<file path="src/rtl/lcd_scan_pkg.sv">
package lcd_scan_pkg;

  typedef enum logic [1:0] {
    DEPTH_1  = 2'd0,
    DEPTH_2  = 2'd1,
    DEPTH_4  = 2'd2,
    DEPTH_8  = 2'd3
  } depth_e;

  typedef enum logic [1:0] {
    ST_IDLE  = 2'd0,
    ST_PRIME = 2'd1,
    ST_SCAN  = 2'd2,
    ST_HALT  = 2'd3
  } scan_st_e;

endpackage

</file>
<file path="src/rtl/lcd_geom.sv">
module lcd_geom
  import lcd_scan_pkg::*;
#(
  parameter int WW = 10,
  parameter int HW = 9
) (
  input  logic [1:0]    bpp,
  input  logic          split,
  input  logic [WW-1:0] width,
  input  logic [HW-1:0] height,
  output logic [WW-1:0] npl,
  output logic [HW-1:0] lpf
);

  always_comb begin
    if (depth_e'(bpp) == DEPTH_8 && !split) npl = WW'((width >> 3) * 3);
    else                                    npl = width >> 2;
    lpf = split ? (height >> 1) : height;
  end

endmodule

</file>
<file path="src/rtl/lcd_fetch.sv">
module lcd_fetch #(
  parameter int AW = 16,
  parameter int DW = 16
) (
  input  logic          clk,
  input  logic          rst_n,
  input  logic          flush,
  input  logic          take,
  input  logic [AW-1:0] start_addr,
  input  logic [AW-1:0] end_addr,
  output logic          mem_req,
  output logic [AW-1:0] mem_addr,
  input  logic          mem_grant,
  input  logic [DW-1:0] mem_rdata,
  output logic          avail,
  output logic [3:0]    nib
);

  localparam int NPW = DW / 4;
  localparam int SW  = (NPW > 1) ? $clog2(NPW) : 1;

  logic [AW-1:0] addr_q, addr_d;
  logic [DW-1:0] cur_q, cur_d, nxt_q, nxt_d;
  logic          cur_v_q, cur_v_d, nxt_v_q, nxt_v_d;
  logic [SW-1:0] sel_q, sel_d;
  logic          fire, last, load_cur;

  assign mem_req  = !flush && !nxt_v_q && (addr_q != end_addr);
  assign mem_addr = addr_q;
  assign avail    = cur_v_q;
  assign nib      = cur_q[int'(sel_q)*4 +: 4];

  always_comb begin
    fire     = mem_req && mem_grant;
    last     = take && cur_v_q && (sel_q == SW'(NPW-1));
    load_cur = (!cur_v_q || last) && nxt_v_q;
    addr_d   = addr_q;
    cur_d    = cur_q;
    nxt_d    = nxt_q;
    cur_v_d  = cur_v_q;
    nxt_v_d  = nxt_v_q;
    sel_d    = sel_q;
    if (flush) begin
      addr_d  = start_addr;
      cur_v_d = 1'b0;
      nxt_v_d = 1'b0;
      sel_d   = '0;
    end else begin
      if (take && cur_v_q) sel_d = (sel_q == SW'(NPW-1)) ? '0 : sel_q + 1'b1;
      if (load_cur) begin
        cur_d   = nxt_q;
        cur_v_d = 1'b1;
        nxt_v_d = 1'b0;
      end else if (last) begin
        cur_v_d = 1'b0;
      end
      if (fire) begin
        nxt_d   = mem_rdata;
        nxt_v_d = 1'b1;
        addr_d  = addr_q + 1'b1;
      end
    end
  end

  always_ff @(posedge clk or negedge rst_n) begin
    if (!rst_n) begin
      addr_q  <= '0;
      cur_q   <= '0;
      nxt_q   <= '0;
      cur_v_q <= 1'b0;
      nxt_v_q <= 1'b0;
      sel_q   <= '0;
    end else begin
      addr_q  <= addr_d;
      cur_q   <= cur_d;
      nxt_q   <= nxt_d;
      cur_v_q <= cur_v_d;
      nxt_v_q <= nxt_v_d;
      sel_q   <= sel_d;
    end
  end

  AST_FLUSH_REWIND: assert property (@(posedge clk) disable iff (!rst_n)
    flush |=> (mem_addr == $past(start_addr)));
  AST_GRANT_CAPTURE: assert property (@(posedge clk) disable iff (!rst_n)
    (mem_req && mem_grant) |=> (nxt_v_q || avail));

endmodule

</file>
<file path="src/rtl/lcd_timing.sv">
module lcd_timing
  import lcd_scan_pkg::*;
#(
  parameter int WW = 10,
  parameter int HW = 9
) (
  input  logic          clk,
  input  logic          rst_n,
  input  logic          cfg_en,
  input  logic          cfg_freeze,
  input  logic          cfg_invert,
  input  logic          cfg_df_line,
  input  logic [WW-1:0] geo_npl,
  input  logic [HW-1:0] geo_lpf,
  input  logic          avail,
  input  logic [3:0]    nib,
  output logic          take,
  output logic          flush,
  output logic [3:0]    lcd_data,
  output logic          lcd_line,
  output logic          lcd_frame,
  output logic          lcd_df,
  output logic          underrun
);

  scan_st_e      state_q, state_d;
  logic [WW-1:0] hcnt_q, hcnt_d, npl_q;
  logic [HW-1:0] vcnt_q, vcnt_d, lpf_q;
  logic [3:0]    data_q, data_d;
  logic          line_q, line_d, frame_q, frame_d, df_q, df_d, urun_q, urun_d;
  logic          scan, slot, pulse, last_line, frame_end, geo_ld;

  always_comb begin
    scan      = (state_q == ST_SCAN);
    slot      = scan && (hcnt_q != npl_q);
    pulse     = scan && (hcnt_q == npl_q);
    last_line = (vcnt_q == lpf_q - 1'b1);
    frame_end = pulse && last_line;
    geo_ld    = (state_q == ST_PRIME);
    take      = cfg_en && slot;
    flush     = !cfg_en || state_q == ST_IDLE || state_q == ST_HALT || frame_end;

    state_d = state_q;
    case (state_q)
      ST_IDLE:  if (!cfg_freeze) state_d = ST_PRIME;
      ST_PRIME: if (avail)       state_d = ST_SCAN;
      ST_SCAN:  if (frame_end)   state_d = cfg_freeze ? ST_HALT : ST_PRIME;
      default:  state_d = ST_HALT;
    endcase
    if (!cfg_en) state_d = ST_IDLE;

    hcnt_d = '0;
    vcnt_d = '0;
    if (cfg_en && scan) begin
      hcnt_d = pulse ? '0 : hcnt_q + 1'b1;
      vcnt_d = (pulse && !last_line) ? vcnt_q + 1'b1 : (pulse ? '0 : vcnt_q);
    end

    data_d  = (take && avail) ? (nib ^ {4{cfg_invert}}) : 4'h0;
    line_d  = cfg_en && pulse;
    frame_d = cfg_en && scan && (vcnt_q == '0);
    if (!cfg_en || state_q == ST_IDLE || state_q == ST_HALT) df_d = 1'b0;
    else if (pulse && (cfg_df_line || last_line))            df_d = ~df_q;
    else                                                     df_d = df_q;
    urun_d = cfg_en && (urun_q || (take && !avail));
  end

  always_ff @(posedge clk or negedge rst_n) begin
    if (!rst_n) begin
      state_q <= ST_IDLE;
      hcnt_q  <= '0;
      vcnt_q  <= '0;
      data_q  <= '0;
      line_q  <= 1'b0;
      frame_q <= 1'b0;
      df_q    <= 1'b0;
      urun_q  <= 1'b0;
    end else begin
      state_q <= state_d;
      hcnt_q  <= hcnt_d;
      vcnt_q  <= vcnt_d;
      data_q  <= data_d;
      line_q  <= line_d;
      frame_q <= frame_d;
      df_q    <= df_d;
      urun_q  <= urun_d;
    end
  end

  always_ff @(posedge clk or negedge rst_n) begin
    if (!rst_n) begin
      npl_q <= '0;
      lpf_q <= '0;
    end else if (geo_ld) begin
      npl_q <= geo_npl;
      lpf_q <= geo_lpf;
    end
  end

  assign lcd_data  = data_q;
  assign lcd_line  = line_q;
  assign lcd_frame = frame_q;
  assign lcd_df    = df_q;
  assign underrun  = urun_q;

  AST_QUIET_WHEN_OFF: assert property (@(posedge clk) disable iff (!rst_n)
    !cfg_en |=> (lcd_data == 4'h0 && !lcd_line && !lcd_frame && !lcd_df));
  AST_LINE_SINGLE: assert property (@(posedge clk) disable iff (!rst_n)
    (line_q && npl_q != '0) |=> !line_q);
  AST_UNDERRUN_STICKY: assert property (@(posedge clk) disable iff (!rst_n)
    (urun_q && cfg_en) |=> urun_q);
  AST_HALT_SILENT: assert property (@(posedge clk) disable iff (!rst_n)
    (state_q == ST_HALT && $past(state_q) == ST_HALT) |->
      (!line_q && !frame_q && data_q == 4'h0));

endmodule

</file>
<file path="src/rtl/lcd_scan_ctrl.sv">
module lcd_scan_ctrl #(
  parameter int AW = 16,
  parameter int DW = 16,
  parameter int WW = 10,
  parameter int HW = 9
) (
  input  logic          clk,
  input  logic          rst_n,
  input  logic          cfg_en,
  input  logic          cfg_freeze,
  input  logic [1:0]    cfg_bpp,
  input  logic          cfg_split,
  input  logic [WW-1:0] cfg_width,
  input  logic [HW-1:0] cfg_height,
  input  logic [AW-1:0] cfg_start,
  input  logic [AW-1:0] cfg_end,
  input  logic          cfg_invert,
  input  logic          cfg_df_line,
  output logic          mem_req,
  output logic [AW-1:0] mem_addr,
  input  logic          mem_grant,
  input  logic [DW-1:0] mem_rdata,
  output logic [3:0]    lcd_data,
  output logic          lcd_line,
  output logic          lcd_frame,
  output logic          lcd_df,
  output logic          underrun
);

  logic [WW-1:0] geo_npl;
  logic [HW-1:0] geo_lpf;
  logic          take, flush, avail;
  logic [3:0]    nib;

  lcd_geom #(.WW(WW), .HW(HW)) u_geom (
    .bpp(cfg_bpp), .split(cfg_split), .width(cfg_width), .height(cfg_height),
    .npl(geo_npl), .lpf(geo_lpf)
  );

  lcd_fetch #(.AW(AW), .DW(DW)) u_fetch (
    .clk(clk), .rst_n(rst_n), .flush(flush), .take(take),
    .start_addr(cfg_start), .end_addr(cfg_end),
    .mem_req(mem_req), .mem_addr(mem_addr), .mem_grant(mem_grant),
    .mem_rdata(mem_rdata), .avail(avail), .nib(nib)
  );

  lcd_timing #(.WW(WW), .HW(HW)) u_timing (
    .clk(clk), .rst_n(rst_n), .cfg_en(cfg_en), .cfg_freeze(cfg_freeze),
    .cfg_invert(cfg_invert), .cfg_df_line(cfg_df_line),
    .geo_npl(geo_npl), .geo_lpf(geo_lpf), .avail(avail), .nib(nib),
    .take(take), .flush(flush), .lcd_data(lcd_data), .lcd_line(lcd_line),
    .lcd_frame(lcd_frame), .lcd_df(lcd_df), .underrun(underrun)
  );

endmodule

</file>
<file path="config.mk">
export PLATFORM = sky130hd
export DESIGN_NAME = lcd_scan_ctrl
export DESIGN_NICKNAME = d
export VERILOG_FILES = /design/src/rtl/lcd_scan_pkg.sv /design/src/rtl/lcd_geom.sv /design/src/rtl/lcd_fetch.sv /design/src/rtl/lcd_timing.sv /design/src/rtl/lcd_scan_ctrl.sv
export SDC_FILE = /design/constraint.sdc
export NUM_CORES = 1
export LEC_CHECK = 0
export ABC_AREA = 1
export CORE_UTILIZATION = 49
export CTS_BUF_LIST = sky130_fd_sc_hd__clkbuf_16
export DETAILED_ROUTE_END_ITERATION = 10
export PLACE_DENSITY_LB_ADDON = 0.3
export SYNTH_ARGS = -nofsm -noshare
export SYNTH_HDL_FRONTEND = slang
export SYNTH_SLANG_ARGS = --single-unit
</file>
<file path="constraint.sdc">
create_clock -name clk -period 2.1 [get_ports clk]
set_input_delay 0.63 -clock clk [delete_from_list [all_inputs] [get_ports clk]]
set_output_delay 0.63 -clock clk [all_outputs]
set_load 0.02 [all_outputs]
</file>
# Yosys cells after proc, flatten, opt, wreduce, memory -nomap -nowiden
# Index checks and enable logic that the tools add are counted.
dict set report classes {
  eq_ne 13
  n_reduce_logical 40
  n_bitwise 3
  shifts 1
  mux 27
  n_addsub 5
  multipliers 1
}
# operator count
set op_table {}
lappend op_table {{2-to-1 mux 9 bit} 5}
lappend op_table {{2-to-1 mux 16 bit} 2}
lappend op_table {{2-to-1 mux 10 bit} 2}
lappend op_table {{logical AND 1 bit} 18}
lappend op_table {{adder 16 x 1 -> 16 bit (second input constant)} 1}
lappend op_table {{2-to-1 mux 2 bit} 8}
lappend op_table {{!= test 16 bit} 1}
lappend op_table {{indexed part select 16 x 5 -> 4 bit} 1}
lappend op_table {{adder 10 x 1 -> 10 bit (second input constant)} 1}
lappend op_table {{equality test 10 bit} 1}
lappend op_table {{!= test 10 bit} 1}
lappend op_table {{adder 9 x 1 -> 9 bit (second input constant)} 1}
lappend op_table {{equality test 9 bit} 1}
lappend op_table {{zero test 9 bit} 1}
lappend op_table {{multiplier 7 x 2 -> 9 bit (second input constant)} 1}
lappend op_table {{!= test 3 bit (second input constant)} 3}
lappend op_table {{subtractor 9 x 1 -> 9 bit (second input constant)} 1}
lappend op_table {{equality test 2 bit (second input constant)} 4}
lappend op_table {{2-to-1 mux 1 bit} 8}
lappend op_table {{zero test 1 bit} 6}
lappend op_table {{logical OR 1 bit} 6}
lappend op_table {{one-hot mux 2 bit (3 select lines)} 1}
lappend op_table {{nonzero test 2 bit} 3}
lappend op_table {{nonzero test 3 bit} 2}
lappend op_table {{other kinds (9)} 11}
dict set report word_totals {
  regBits 100
  inputBits 77
}

# Logic depth before layout (Yosys ltp)
dict set report depth {
  word_depth 10
  ltp_mapped 18
  ltp_nobuf 16
}

# Cells and area by module
# From an unflattened synthesis, not the netlist that was laid out.
dict set report hier_totals {
  cells_unflattened 878
  area_unflattened_um2 6247.2
}
# module seq_area_each_um2 cells_each n_inst area_each_um2
set modules_own_cells {}
lappend modules_own_cells {lcd_fetch 1301.2 408 1 2990.4}
lappend modules_own_cells {lcd_timing 1201.2 368 1 2721.4}
lappend modules_own_cells {lcd_geom 0.0 102 1 535.5}

# Worst setup path before layout
# Ideal clock, no wire load.
dict set report synth_timing {
  path_type {register to output}
  from {register u_timing.lpf_q[0]}
  to {output mem_req}
  required_ps 1470
  setup_slack_ps -170
  t_arrival_ps 1640
  stages_incl_launch_ff 14
  n_path_buf 1
  cell_sequence {dfrtp_1 > inv_1 > ha_1 > nand2_1 > nand2_1 > nor2_1 > nand2_1 > nor2_1 > nand2_1 > nor2_1 > nand3_2 > buf_6 > nand3_2 > inv_1}
}
dict set report synth_between {
  elab_chain_cells 7
}
# element line_no
set synth_lines {}
lappend synth_lines {{start: declaration} lcd_timing.sv:28} ;# logic [HW-1:0] vcnt_q, vcnt_d, lpf_q;
lappend synth_lines {{start signal: assignment} lcd_timing.sv:96} ;# lpf_q <= geo_lpf;
lappend synth_lines {{subtractor 9 x 1 -> 9 bit} lcd_timing.sv:37} ;# last_line = (vcnt_q == lpf_q - 1'b1);
lappend synth_lines {{equality test 9 bit} lcd_timing.sv:37}
lappend synth_lines {{logical AND 1 bit} lcd_timing.sv:38} ;# frame_end = pulse && last_line;
lappend synth_lines {{logical OR 1 bit} lcd_timing.sv:41} ;# flush = !cfg_en || state_q == ST_IDLE || state_q == ST_HALT || frame_end;
lappend synth_lines {{zero test 1 bit} lcd_fetch.sv:28} ;# assign mem_req = !flush && !nxt_v_q && (addr_q != end_addr);
lappend synth_lines {{logical AND 1 bit (2 in a row)} lcd_fetch.sv:28}
lappend synth_lines {{end: declaration} lcd_scan_ctrl.sv:19} ;# output logic mem_req,
# No other way between the ends.

# Final worst setup path
dict set report layout_timing {
  from {input cfg_end[3]}
  to {output mem_req}
}
dict set report layout_between {
  elab_chain_cells 2
}
# element line_no
set layout_lines {}
lappend layout_lines {{start: declaration} lcd_scan_ctrl.sv:16} ;# input logic [AW-1:0] cfg_end,
lappend layout_lines {{!= test 16 bit} lcd_fetch.sv:28}
lappend layout_lines {{logical AND 1 bit} lcd_fetch.sv:28}
# No other way between the ends.

==> out/metrics.csv <==
metric,value,unit
synth-seq-cells,99,
grt_pass1_wl,29.8,mm
slowest_delay,500,ps
num_rows,40,
die_area,12700,um2
yosysTopAreaCell,dfrtp_1,
wirelength,20.1,mm
crit_chain,clkdlybuf4s50_1 > inv_1 > nand2_1 > nand2_1 > nor2_1 > nand2_1 > nor2_2 > nand2_2 > nand2_2 > inv_2 > nand3_4 > inv_4 > buf_6,
synthTopCellsByCount,"295 x nand2_1, 101 x inv_1, 99 x dfrtp_1, 70 x nor2_1, 52 x o21ai_0",
core,12000,um2
synth-async-reset-ratio,100,%
postSynthAreaPerCell,7.17,um2
outcome,"finished, violations left",
grt.overflow.total,0,
endpoint_kind,primary output,
wl_per_cell,16.4,um
r2r_start,u_timing.lpf_q[1],
finalHoldViolCount,0,
drv_slew,0,
finalWorstSetupSlack,-583,ps
fin_worst_skew,10.8,ps
cp_num_buf_inv,5,
grt_start_max_net_pins,41,
synth_cells,839,
final_net_count,1170,
pin_count,102,
fin_setup_tns,-18790,ps
crit_type,in -> out,
grt_pass1_vias,6363,
clkTransAtPathRegs,70,ps
yosysSeqAreaShare,41.2,%
start_util,50.1,%
crit_required,1470,ps
yosys_warnings,0,
place_congestion,0.859,
r2r-end,u_fetch.cur_q[4],
antenna_left,0,
final_cell_area,9300,um2
p_int,6.06,mW
p_sw_share,41.8,%
synth_fp_nets,930,
synth-edff-count,0,
pwr-share-comb,53.9,%
clock_latency,360,ps
power.leakage,4.67,nW
critPathLaunchType,input port,
cpMaxStageDelayCell,clkdlybuf4s50_1,
crit_family,buffers and inverters,
yosysMostFrequentCell,nand2_1,
finalCritPeriodShare,128,%
clockBufferDepth,2,
violations,negative setup slack,
maxCapViolations,0,
r2r_slack,-480,ps
crit_end,mem_req,
worst_slew_pin_slew,411,ps
area_delta_synth_final,54.6,%
drc,0,
synth_top_area_share,41.2,%
ir_worst_vdd,0.571,mV
drive_gt1_share,27.3,%
finalSetupViolCount,59,
clkPwrFrac,16.8,%
place_inst,1188,
fp.dieH,113,um
r2r_cells,16,
h-tree-depth,3,
dr.pass1.iters,5,
cp-startpoint,cfg_end[3],
via_per_inst,5.57,
synthFlopType,dfrtp_1,
grt.total_usage,29.7,%
dp_hpwl,11.0,mm
synth_cell_type_count,38,
ys_top_cells_by_area,"dfrtp_1 41%, nand2_1 18%, inv_1 6.3%",
p_per_area,1120,nW/um2
dr_total_vias,6861,
timing.slew.headroom,72.6,%
synth_area,6020,um2
worstPathMaxFanout,2,
cts_tree,done,
antenna_found_initial,0,
drt_first_iter_violations,661,
cts_inserted_buffers,9,
numPortBuffers,99,
min_path_type,in -> async,
post_dp_cell_area,8130,um2
cts_hold_buf,0,
fp.dieW,113,um
rsz0062_at_grt,yes,
cpMostUsedCell,nand2_1,
worstPathArrival,2050,ps
cp.depth,13,
switching_power,4.35,mW
final_cells,1231,
cts_num_sinks,99,
fin_crit,2680,ps
cts_root_buf,clkbuf_16,
seq_power_share,29.3,%
max_freq,0.373,GHz
diodes,0,
-- metal layers --
metal	vias up	global-route usage (%)	wire (um)
met5	-	0	0
met4	0	16.5	1180
met3	125	4.71	1530
met2	385	50.9	9740
met1	3176	35.8	7700
li1	3175	-	-
-- flip-flops by register name (all words and copies together), names as in the netlist --
register,count
u_timing.underrun,1
u_fetch.nxt_q,16
u_timing.vcnt_q,9
u_fetch.avail,1
u_timing.lpf_q,9
u_timing.lcd_line,1
u_fetch.nxt_v_q,1
u_timing.lcd_frame,1
u_timing.state_q,2
u_timing.lcd_df,1
u_timing.npl_q,9
u_fetch.cur_q,16
u_timing.lcd_data,4
u_fetch.sel_q,2
u_fetch.mem_addr,16
u_timing.hcnt_q,10
-- power by group through the flow --
| stage | Combinational [mW] | Clock (mW) | Sequential [mW] |
|---|---|---|---|
| 6_report | 5.61 | 1.75 | 3.05 |
| 5_1_grt | 6.07 | 1.83 | 3.11 |
| 4_1_cts | 5.18 | 1.74 | 3.00 |
| 3_5_place_dp | 4.63 | 0 | 3.00 |
| 3_3_place_gp | 4.54 | 0 | 2.97 |
| 2_1_floorplan | 2.33 | 0 | 3.18 |
-- how the worst min path moves through the flow --
stage                            startpoint                  to  slack [ps]  cells after the start
after floorplan                       rst_n       u_fetch.avail         330                      0
after CTS                             rst_n  u_timing.hcnt_q[8]         210                      1
after detailed placement  u_fetch.nxt_q[11]   u_fetch.nxt_q[11]         470                      2
after global placement    u_fetch.nxt_q[15]   u_fetch.cur_q[15]         460                      2
final                                 rst_n  u_timing.hcnt_q[6]         200                      1
after global routing                  rst_n  u_timing.hcnt_q[5]         230                      1
-- metrics by stage --
step / utilization [%] / hold slack (ps) / worst slack (ps) / total power, mW
2_1_floorplan: - / 334 / -39.8 / 5.51
3_3_place_gp: 67.6 / 459 / -1000 / 7.51
3_5_place_dp: 67.6 / 467 / -1020 / 7.63
4_1_cts: 75.9 / 212 / -506 / 9.93
5_1_grt: 77.4 / 228 / -698 / 11.0
6_report: 77.4 / 201 / -583 / 10.4
-- repair_timing --
action | in CTS | in global routing
setup buffers | 18 | 2
gates cloned | 8 | 1
pin swaps | 44 | 4
resized for setup | 135 | 57
setup endpoints to repair | 60 | 78
-- logic make-up (layout without fill, tap and decap cells) --
family                   after synthesis  count (layout)  share of synthesized area (%)
AND/OR/NAND/NOR                      436             436                           29.6
buffers and inverters                133             378                           9.09
AO/OA/AOI/OAI                        123             123                           12.1
flip-flops                            99              99                           41.2
XOR/XNOR                              34              34                           4.95
adder cells (fa/ha/maj)               14              14                           3.04
-- cells in the final DEF, fill, tap and decap left out, types with 18 or more instances in the layout --
cell type        synthesis  routed
xor2_1                  30      29
dlygate4sd2_1            0      18
nand2_1                295     232
clkdlybuf4s50_1          0      71
o21ai_0                 52      38
dfrtp_1                 99      99
a21oi_1                 29      25
nand2_2                  2      62
inv_1                  101      96
buf_4                    2     122
nor2_1                  70      64
nand3_1                 38      23
-- final cells by class --
cell class	count	area [um2]
sequential	99	2480
inverter	107	404
multi-input combinational	607	3400
timing repair buffer	255	2530
clock buffer	9	225
tap	147	184
clock inverter	7	82.6
fill	766	2710
(Power assumes the default switching activity.)
